<file path="config.mk">
export PLATFORM = sky130hd
export DESIGN_NAME = uart_irq_resolver
export DESIGN_NICKNAME = d
export VERILOG_FILES = /design/src/rtl/uart_irq_pkg.sv /design/src/rtl/uart_irq_src.sv /design/src/rtl/uart_irq_prio.sv /design/src/rtl/uart_irq_pend.sv /design/src/rtl/uart_irq_resolver.sv
export SDC_FILE = /design/constraint.sdc
export NUM_CORES = 1
export LEC_CHECK = 0
export ABC_CLOCK_PERIOD_IN_PS = 2300
export BUFFER_PORTS_ARGS = -buffer_cell sky130_fd_sc_hd__buf_4
export CORE_MARGIN = 2
export CORE_UTILIZATION = 30
export DETAILED_ROUTE_END_ITERATION = 16
export PLACE_DENSITY_LB_ADDON = 0.05
export SLEW_MARGIN = 20
export SYNTH_ARGS = -nofsm -noshare
export SYNTH_HDL_FRONTEND = slang
export SYNTH_HIERARCHICAL = 1
export SYNTH_SLANG_ARGS = --single-unit
</file>
<file path="constraint.sdc">
create_clock -name clk -period 2.3 [get_ports clk]
set_input_delay 0.345 -clock clk [delete_from_list [all_inputs] [get_ports clk]]
set_output_delay 0.345 -clock clk [all_outputs]
set_load 0.05 [all_outputs]
</file>
<file path="src/rtl/uart_irq_pkg.sv">
package uart_irq_pkg;

  // Identification codes; the values are decoded by software.
  typedef enum logic [3:0] {
    ID_MODEM  = 4'h0,
    ID_NONE   = 4'h1,
    ID_THRE   = 4'h2,
    ID_RXDATA = 4'h4,
    ID_LINE   = 4'h6,
    ID_TMO    = 4'hC
  } irq_id_e;

  // Line status bit positions.
  localparam int unsigned LS_READY      = 0;
  localparam int unsigned LS_ERR_LO     = 1;
  localparam int unsigned LS_ERR_HI     = 4;
  localparam int unsigned LS_HOLD_EMPTY = 5;

  // Enable register bit positions.
  localparam int unsigned EN_RXDATA = 0;
  localparam int unsigned EN_THRE   = 1;
  localparam int unsigned EN_LINE   = 2;
  localparam int unsigned EN_MODEM  = 3;

  typedef struct packed {
    logic line;      // enabled line error present
    logic tmo;       // character timeout
    logic rx_req;    // data ready with receive enable
    logic rx_ready;  // rx_req and the fill level reached
    logic thre;      // transmit-empty pending and enabled
    logic modem;     // modem change and enabled
  } src_t;

  // Receive trigger threshold for a given select code and FIFO depth.
  function automatic int unsigned trig_level(input logic [1:0] sel,
                                             input int unsigned depth);
    unique case (sel)
      2'd0:    return 1;
      2'd1:    return depth / 4;
      2'd2:    return depth / 2;
      default: return depth - 2;
    endcase
  endfunction

  // True when the fill count satisfies the threshold.
  function automatic logic level_met(input int unsigned count,
                                     input logic [1:0] sel,
                                     input int unsigned depth);
    return count >= trig_level(sel, depth);
  endfunction

endpackage

</file>
<file path="src/rtl/uart_irq_src.sv">
module uart_irq_src
  import uart_irq_pkg::*;
#(
  parameter int unsigned DEPTH = 16,
  localparam int unsigned CW = $clog2(DEPTH + 1)
) (
  input  logic [3:0]    ier,
  input  logic          pend,
  input  logic [4:0]    lstat,
  input  logic          tmo,
  input  logic          fifo_on,
  input  logic [1:0]    trig_sel,
  input  logic [CW-1:0] rx_count,
  input  logic [3:0]    msr_delta,
  output src_t          src
);

  logic any_err;
  logic fill_ok;

  assign any_err = |lstat[LS_ERR_HI:LS_ERR_LO];
  assign fill_ok = !fifo_on || level_met(32'(rx_count), trig_sel, DEPTH);

  always_comb begin
    src.line     = ier[EN_LINE] && any_err;
    src.tmo      = tmo;
    src.rx_req   = ier[EN_RXDATA] && lstat[LS_READY];
    src.rx_ready = ier[EN_RXDATA] && lstat[LS_READY] && fill_ok;
    src.thre     = ier[EN_THRE] && pend;
    src.modem    = ier[EN_MODEM] && (|msr_delta);
  end

endmodule

</file>
<file path="src/rtl/uart_irq_prio.sv">
module uart_irq_prio
  import uart_irq_pkg::*;
(
  input  logic    ier_any,
  input  src_t    src,
  output irq_id_e code
);

  // Fixed order. A receive request that is below its level
  // ends the chain, so the lower sources stay hidden.
  always_comb begin
    code = ID_NONE;
    if (ier_any) begin
      if (src.line)        code = ID_LINE;
      else if (src.tmo)    code = ID_TMO;
      else if (src.rx_req) code = src.rx_ready ? ID_RXDATA : ID_NONE;
      else if (src.thre)   code = ID_THRE;
      else if (src.modem)  code = ID_MODEM;
    end
  end

endmodule

</file>
<file path="src/rtl/uart_irq_pend.sv">
module uart_irq_pend (
  input  logic       clk,
  input  logic       rst_n,
  input  logic       ier_wr,
  input  logic [7:0] ier_wdata,
  input  logic       iir_rd,
  input  logic       thr_wr,
  input  logic       tx_empty_evt,
  input  logic       hold_empty,
  output logic [3:0] ier_q,
  output logic [3:0] ier_nxt,
  output logic       pend_nxt,
  output logic       pend_set,
  output logic       pend_clr
);

  logic pend_q;
  logic unused_hi;

  assign unused_hi = ^ier_wdata[7:4];

  assign ier_nxt  = ier_wr ? ier_wdata[3:0] : ier_q;
  assign pend_set = tx_empty_evt || (ier_wr && hold_empty);
  assign pend_clr = iir_rd || thr_wr;

  always_comb begin
    pend_nxt = pend_q;
    if (pend_set) pend_nxt = 1'b1;
    if (pend_clr) pend_nxt = 1'b0;
  end

  always_ff @(posedge clk or negedge rst_n) begin
    if (!rst_n) begin
      ier_q  <= 4'h0;
      pend_q <= 1'b0;
    end else begin
      ier_q  <= ier_nxt;
      pend_q <= pend_nxt;
    end
  end

endmodule

</file>
<file path="src/rtl/uart_irq_resolver.sv">
module uart_irq_resolver
  import uart_irq_pkg::*;
#(
  parameter int unsigned DEPTH = 16,
  localparam int unsigned CW = $clog2(DEPTH + 1)
) (
  input  logic          clk,
  input  logic          rst_n,
  input  logic          ier_wr,
  input  logic [7:0]    ier_wdata,
  input  logic          iir_rd,
  input  logic          thr_wr,
  input  logic          tx_empty_evt,
  input  logic [5:0]    line_stat,
  input  logic          rx_tmo,
  input  logic          fifo_on,
  input  logic [1:0]    trig_sel,
  input  logic [CW-1:0] rx_count,
  input  logic [3:0]    msr_delta,
  output logic          irq,
  output logic [7:0]    iir,
  output logic [3:0]    ier_val
);

  logic [3:0] ier_nxt;
  logic       pend_nxt;
  logic       pend_set;
  logic       pend_clr;
  src_t       src;
  irq_id_e    code;
  logic [7:0] iir_q;
  logic       irq_q;

  uart_irq_pend u_pend (
    .clk          (clk),
    .rst_n        (rst_n),
    .ier_wr       (ier_wr),
    .ier_wdata    (ier_wdata),
    .iir_rd       (iir_rd),
    .thr_wr       (thr_wr),
    .tx_empty_evt (tx_empty_evt),
    .hold_empty   (line_stat[LS_HOLD_EMPTY]),
    .ier_q        (ier_val),
    .ier_nxt      (ier_nxt),
    .pend_nxt     (pend_nxt),
    .pend_set     (pend_set),
    .pend_clr     (pend_clr)
  );

  uart_irq_src #(.DEPTH(DEPTH)) u_src (
    .ier       (ier_nxt),
    .pend      (pend_nxt),
    .lstat     (line_stat[4:0]),
    .tmo       (rx_tmo),
    .fifo_on   (fifo_on),
    .trig_sel  (trig_sel),
    .rx_count  (rx_count),
    .msr_delta (msr_delta),
    .src       (src)
  );

  uart_irq_prio u_prio (
    .ier_any (|ier_nxt),
    .src     (src),
    .code    (code)
  );

  always_ff @(posedge clk or negedge rst_n) begin
    if (!rst_n) begin
      iir_q <= {4'h0, ID_NONE};
      irq_q <= 1'b0;
    end else begin
      iir_q <= {fifo_on, fifo_on, 2'b00, code};
      irq_q <= (code != ID_NONE);
    end
  end

  assign iir = iir_q;
  assign irq = irq_q;

endmodule

</file>
## Yosys cells after proc, flatten, opt, wreduce, memory -nomap -nowiden

Index checks and enable logic that the tools add are counted.

- Reductions and logical operators: 14
- Equality and inequality tests: 3
- Mux-type cells: 11
- $lt $le $gt $ge: 1

Operators by type and width:

| kind | count |
|---|---|
| two-way mux 4 bit | 6 |
| case mux 4 bit (3 select lines) | 1 |
| OR reduction 4 bit | 3 |
| logical AND 1 bit | 6 |
| greater-or-equal comparator 5 x 4 -> 1 bit | 1 |
| != test 4 x 1 -> 1 bit (second input constant) | 1 |
| logical OR 1 bit | 3 |
| two-way mux 1 bit | 3 |
| two-way mux 3 bit | 1 |
| equality test 2 x 1 -> 1 bit (second input constant) | 1 |
| equality test 2 bit (second input constant) | 1 |
| logical NOT 2 bit | 1 |
| logical NOT 1 bit | 1 |

- Logic and storage cells: 33
- Register bits after elaboration: 11
- Input port bits: 33

## Logic depth before layout (Yosys ltp)

- Word-level depth: 11
- Mapped depth: 8
- Depth with buffers taken out: 8

## Modules after synthesis

The synthesis kept the hierarchy.

Modules (own cells, without submodules):

| module | instances | cells an instance | sequential area each (um^2) | area an instance (um^2) |
|---|---|---|---|---|
| uart_irq_resolver | 1 | 12 | 151.4 | 195.2 |
| uart_irq_pend | 1 | 12 | 125.1 | 193.9 |
| uart_irq_src | 1 | 20 | 0.0 | 153.9 |
| uart_irq_prio | 1 | 10 | 0.0 | 62.6 |

## Worst setup path after synthesis

Ideal clock, no wire load.

- Path type: register -> register
- From: register u_pend.ier_q[1]
- To: register irq_q, in the netlist irq
- Data arrival time: 2.105 ns
- Required time: 2.161 ns
- Cell stages (with the launch flop): 6
- Buffers on the path: 0
- Clock period less this slack: 2.244 ns
- Setup time: 0.139 ns
- Setup slack: 0.056 ns
- Path through: dfrtp_1 -> mux2_2 -> or4_1 -> inv_1 -> o22a_2 -> or4b_1

- Word-level cells in the longest chain between the ends: 8
- Elaborated cells between the ends (all ways): 9

RTL lines:

| what | line | text |
|---|---|---|
| start: declaration | uart_irq_pend.sv:10 | `output logic [3:0] ier_q,` |
| start signal: assignment | uart_irq_pend.sv:37 | `ier_q <= ier_nxt;` |
| two-way mux 4 bit * | uart_irq_pend.sv:22 | `assign ier_nxt = ier_wr ? ier_wdata[3:0] : ier_q;` |
| named net ier_nxt[1] | uart_irq_resolver.sv:25 | `logic [3:0] ier_nxt;` |
| logical AND 1 bit | uart_irq_src.sv:29 | `src.thre = ier[EN_THRE] && pend;` |
| two-way mux 4 bit | uart_irq_prio.sv:17 | `else if (src.thre) code = ID_THRE;` |
| two-way mux 4 bit | uart_irq_prio.sv:16 | `else if (src.rx_req) code = src.rx_ready ? ID_RXDATA : ID_NONE;` |
| two-way mux 4 bit | uart_irq_prio.sv:15 | `else if (src.tmo) code = ID_TMO;` |
| two-way mux 4 bit | uart_irq_prio.sv:14 | `if (src.line) code = ID_LINE;` |
| two-way mux 4 bit * | uart_irq_prio.sv:13 | `if (ier_any) begin` |
| named net code[0] | uart_irq_resolver.sv:30 | `irq_id_e code;` |
| != test 4 x 1 -> 1 bit * | uart_irq_resolver.sv:74 | `irq_q <= (code != ID_NONE);` |
| end signal: assignment | uart_irq_resolver.sv:74 |  |
| end: declaration | uart_irq_resolver.sv:32 | `logic irq_q;` |

The timed path passes the listed nets; every way through them passes the cells marked *.

==> flow_summary.ini <==
[status]
status = finished, final reports clean

[clock_tree]
cts_buffers = 3
cts_tree = done
h-tree-depth = 1
worstSkewPairLatency_ns = 0.26
clockRootBuffer = clkbuf_4
path_clk_slew_ns = 0.07
post_cts_buffers = 0
clockBufferDepth = 2
clkSinkCount = 11

[final_layout]
drive_gt1_share_pct = 53.1
finalInstanceArea_um2 = 965
fin_nets = 136
diodes = 0
synthToLayoutAreaGrowth_pct = 59.3
fin_util_pct = 49.7
fillers = 194

[detailed_routing]
vias = 546
drc = 0
first_pass_iters = 2
ant_nets = 0
via_per_inst = 4.37
drtIter0Drc = 7
wl_per_cell_um = 11.3
wl_mm = 1.41

[critical_path]
path_cells = buf_4 > ha_1 > or4b_1 > and3_1 > a211oi_2 > o22a_2 > or4b_1
crit_type = input port to register
cpMostUsedCell = or4b_1
cp-start-kind = input port
worstPathMaxFanout = 2
slowest_delay_ns = 0.51
crit_buf_inv = 1
worstPathArrival_ns = 2.28
crit_required_ns = 2.43
crit_cells = 7
worst-r2r-cell-count = 5
critPathCaptureType = register
crit_family = simple AND/OR/NAND/NOR gates
slowest_stage = or4b_1

[power]
power_switching_share_pct = 33.4
peakVddDrop_mv = 0.524
switchingPower_uw = 183
power_leakage_uw = 0.000492
p_clk_share_pct = 23.2
power_frac_comb_pct = 36.9
seqPwrFrac_pct = 39.9
intPower_uw = 366
p_per_area_nw_per_um2 = 569

[floorplan]
core_area_um2 = 1940
dieArea_um2 = 2390
start_util_pct = 31.2
die_w_um = 48.9
io_pins = 46
rows = 16
dieHeight_um = 48.9

[global_route]
grt_pass1_vias = 573
overflow = 0
grt_start_max_net_pins = 12
track_usage_pct = 13.0
grt_pass1_wl_mm = 2.45
antenna_found_initial = 0

[sta]
setup_viol = 0
post-route-period-util_pct = 93.2
max_freq_ghz = 0.466
rsz0062_at_grt = false
drv_slew = 0
period_minus_slack_ns = 2.14
setup_ws_ns = 0.156
final-hold-violation-count = 0
fin_skew_ns = 0.000726

[synth]
seq_area_frac_synth_pct = 45.7
synth_cell_types = 24
yosys_warnings = 6
syn_avg_cell_area_um2 = 11.2
netlist_area_um2 = 606
synth-seq-cells = 11
synthCells = 54

[hold_path]
hp-class = input port to register
min_path_cells = 1

[placed_design]
dpl.hpwl_mm = 1.20
place_congestion = 0.729
pre_cts_slack_ns = -0.107
port-buffer-count = 39
placed_cell_area_um2 = 928

[flow_run]
max_cap_violations = 0
[power groups by stage]
| stage | combinational (uW) | clock (uW) | sequential, uW |
|---|---|---|---|
| after floorplan | 58.9 | 0 | 283 |
| after global placement | 202 | 0 | 223 |
| after detailed placement | 204 | 0 | 224 |
| after CTS | 205 | 134 | 220 |
| after global routing | 218 | 144 | 221 |
| final | 203 | 127 | 219 |
[final cells by class]
cell class,instances,area [um^2],share of cell area [%]
tap,27,33.8,3.50
multi-input combinational,36,288,29.8
sequential,11,277,28.7
timing repair buffer,43,325,33.7
clock buffer,4,26.3,2.72
inverter,4,15.0,1.56
[cells in the mapped netlist]
cell	n	share of area [%]
or2_1	1	1.0
o21a_1	1	1.2
and2_1	2	2.1
inv_1	4	2.5
o21ai_0	2	1.7
nand2b_1	1	1.0
nand2_1	2	1.2
a21o_1	1	1.2
dfrtp_1	10	41
dfstp_2	1	4.3
conb_1	1	0.62
nor4b_1	1	1.4
o41a_1	2	3.7
nor3b_1	2	2.5
o22a_2	1	1.7
or4b_1	2	3.3
or4_1	1	1.2
and3_1	1	1.0
ha_1	4	8.3
a211oi_2	1	2.1
nor2_1	4	2.5
mux2_2	4	7.4
buf_4	4	5.0
o21ba_1	1	1.7
[worst paths after layout]
kind,start,to,slack [ns]
worst max-delay path,rx_count[3],irq$_DFF_PN0_,0.16
worst min-delay path,fifo_on,iir[6]$_DFF_PN0_,0.20
worst max register to register,u_pend/ier_q[1]$_DFF_PN0_,irq$_DFF_PN0_,0.22
worst min register to register,u_pend/pend_q$_DFF_PN0_,u_pend/pend_q$_DFF_PN0_,0.51
max in group asynchronous,rst_n,iir[0]$_DFF_PN1_,1.62
min in group asynchronous,rst_n,u_pend/ier_q[1]$_DFF_PN0_,0.46
[routing by layer]
layer	share of wire (%)	vias to the layer above	track usage, %
met1	42	246	15.1
met4	0	0	2.86
li1	-	278	-
met3	7.5	0	4.60
met5	0	-	0
met2	51	22	22.8
[worst register-to-register path, cell delays in order (launching register included)]
cell and delay, ns:
dfrtp_1 0.38, mux2_2 0.28, or4_1 0.60, inv_1 0.11
o22a_2 0.15, or4b_1 0.43
[cell usage in the layout (no fill, tap or decap)]
cell           Yosys  layout
o41a_1             2       2
nor4b_1            1       1
clkbuf_4           0       3
a211oi_2           1       1
dlygate4sd3_1      0       1
o22a_2             1       1
clkbuf_1           0       1
conb_1             1       2
buf_4              4      42
or4_1              1       1
dfstp_2            1       1
a21o_1             1       1
nor3b_1            2       2
and3_1             1       1
o21a_1             1       1
inv_1              4       4
or2_1              1       1
dfrtp_1           10      10
nor2_1             4       4
o21ba_1            1       1
nand2b_1           1       1
and2_1             2       2
o21ai_0            2       2
ha_1               4       4
nand2_1            2       2
mux2_2             4       4
or4b_1             2       2
[state kept, by name, indices dropped and copies added, names as in the netlist]
name	count
iir	5
u_pend/ier_q	4
irq	1
u_pend/pend_q	1
[cells by family (layout without fill, tap and decap cells)]
| logic type | count (synthesis) | after routing | share of synthesized area (%) |
|---|---|---|---|
| flip-flops | 11 | 11 | 45.7 |
| other | 1 | 2 | 0.619 |
| buffers and inverters | 8 | 51 | 7.44 |
| adder cells (fa/ha/maj) | 4 | 4 | 8.26 |
| multiplexers | 4 | 4 | 7.44 |
| AND/OR/NAND/NOR | 17 | 17 | 17.4 |
| AO/OA/AOI/OAI | 9 | 9 | 13.2 |
[metrics by stage]
step / std cells / hold WS (ns) / setup TNS (ns) / total power, uW
floorplan: 55 / 0.0494 / 0 / 342
global placement: 120 / 0.184 / -0.0921 / 425
detailed placement: 120 / 0.189 / -0.107 / 427
CTS: 125 / 0.193 / 0 / 559
global route: 125 / 0.189 / 0 / 583
finish: 125 / 0.203 / 0 / 549
[timing repair]
action	in CTS	in global routing
hold buffers	1	0
hold endpoints to repair	10	0
resized for setup	0	0
Note: power is estimated with default switching activity, not from simulation.
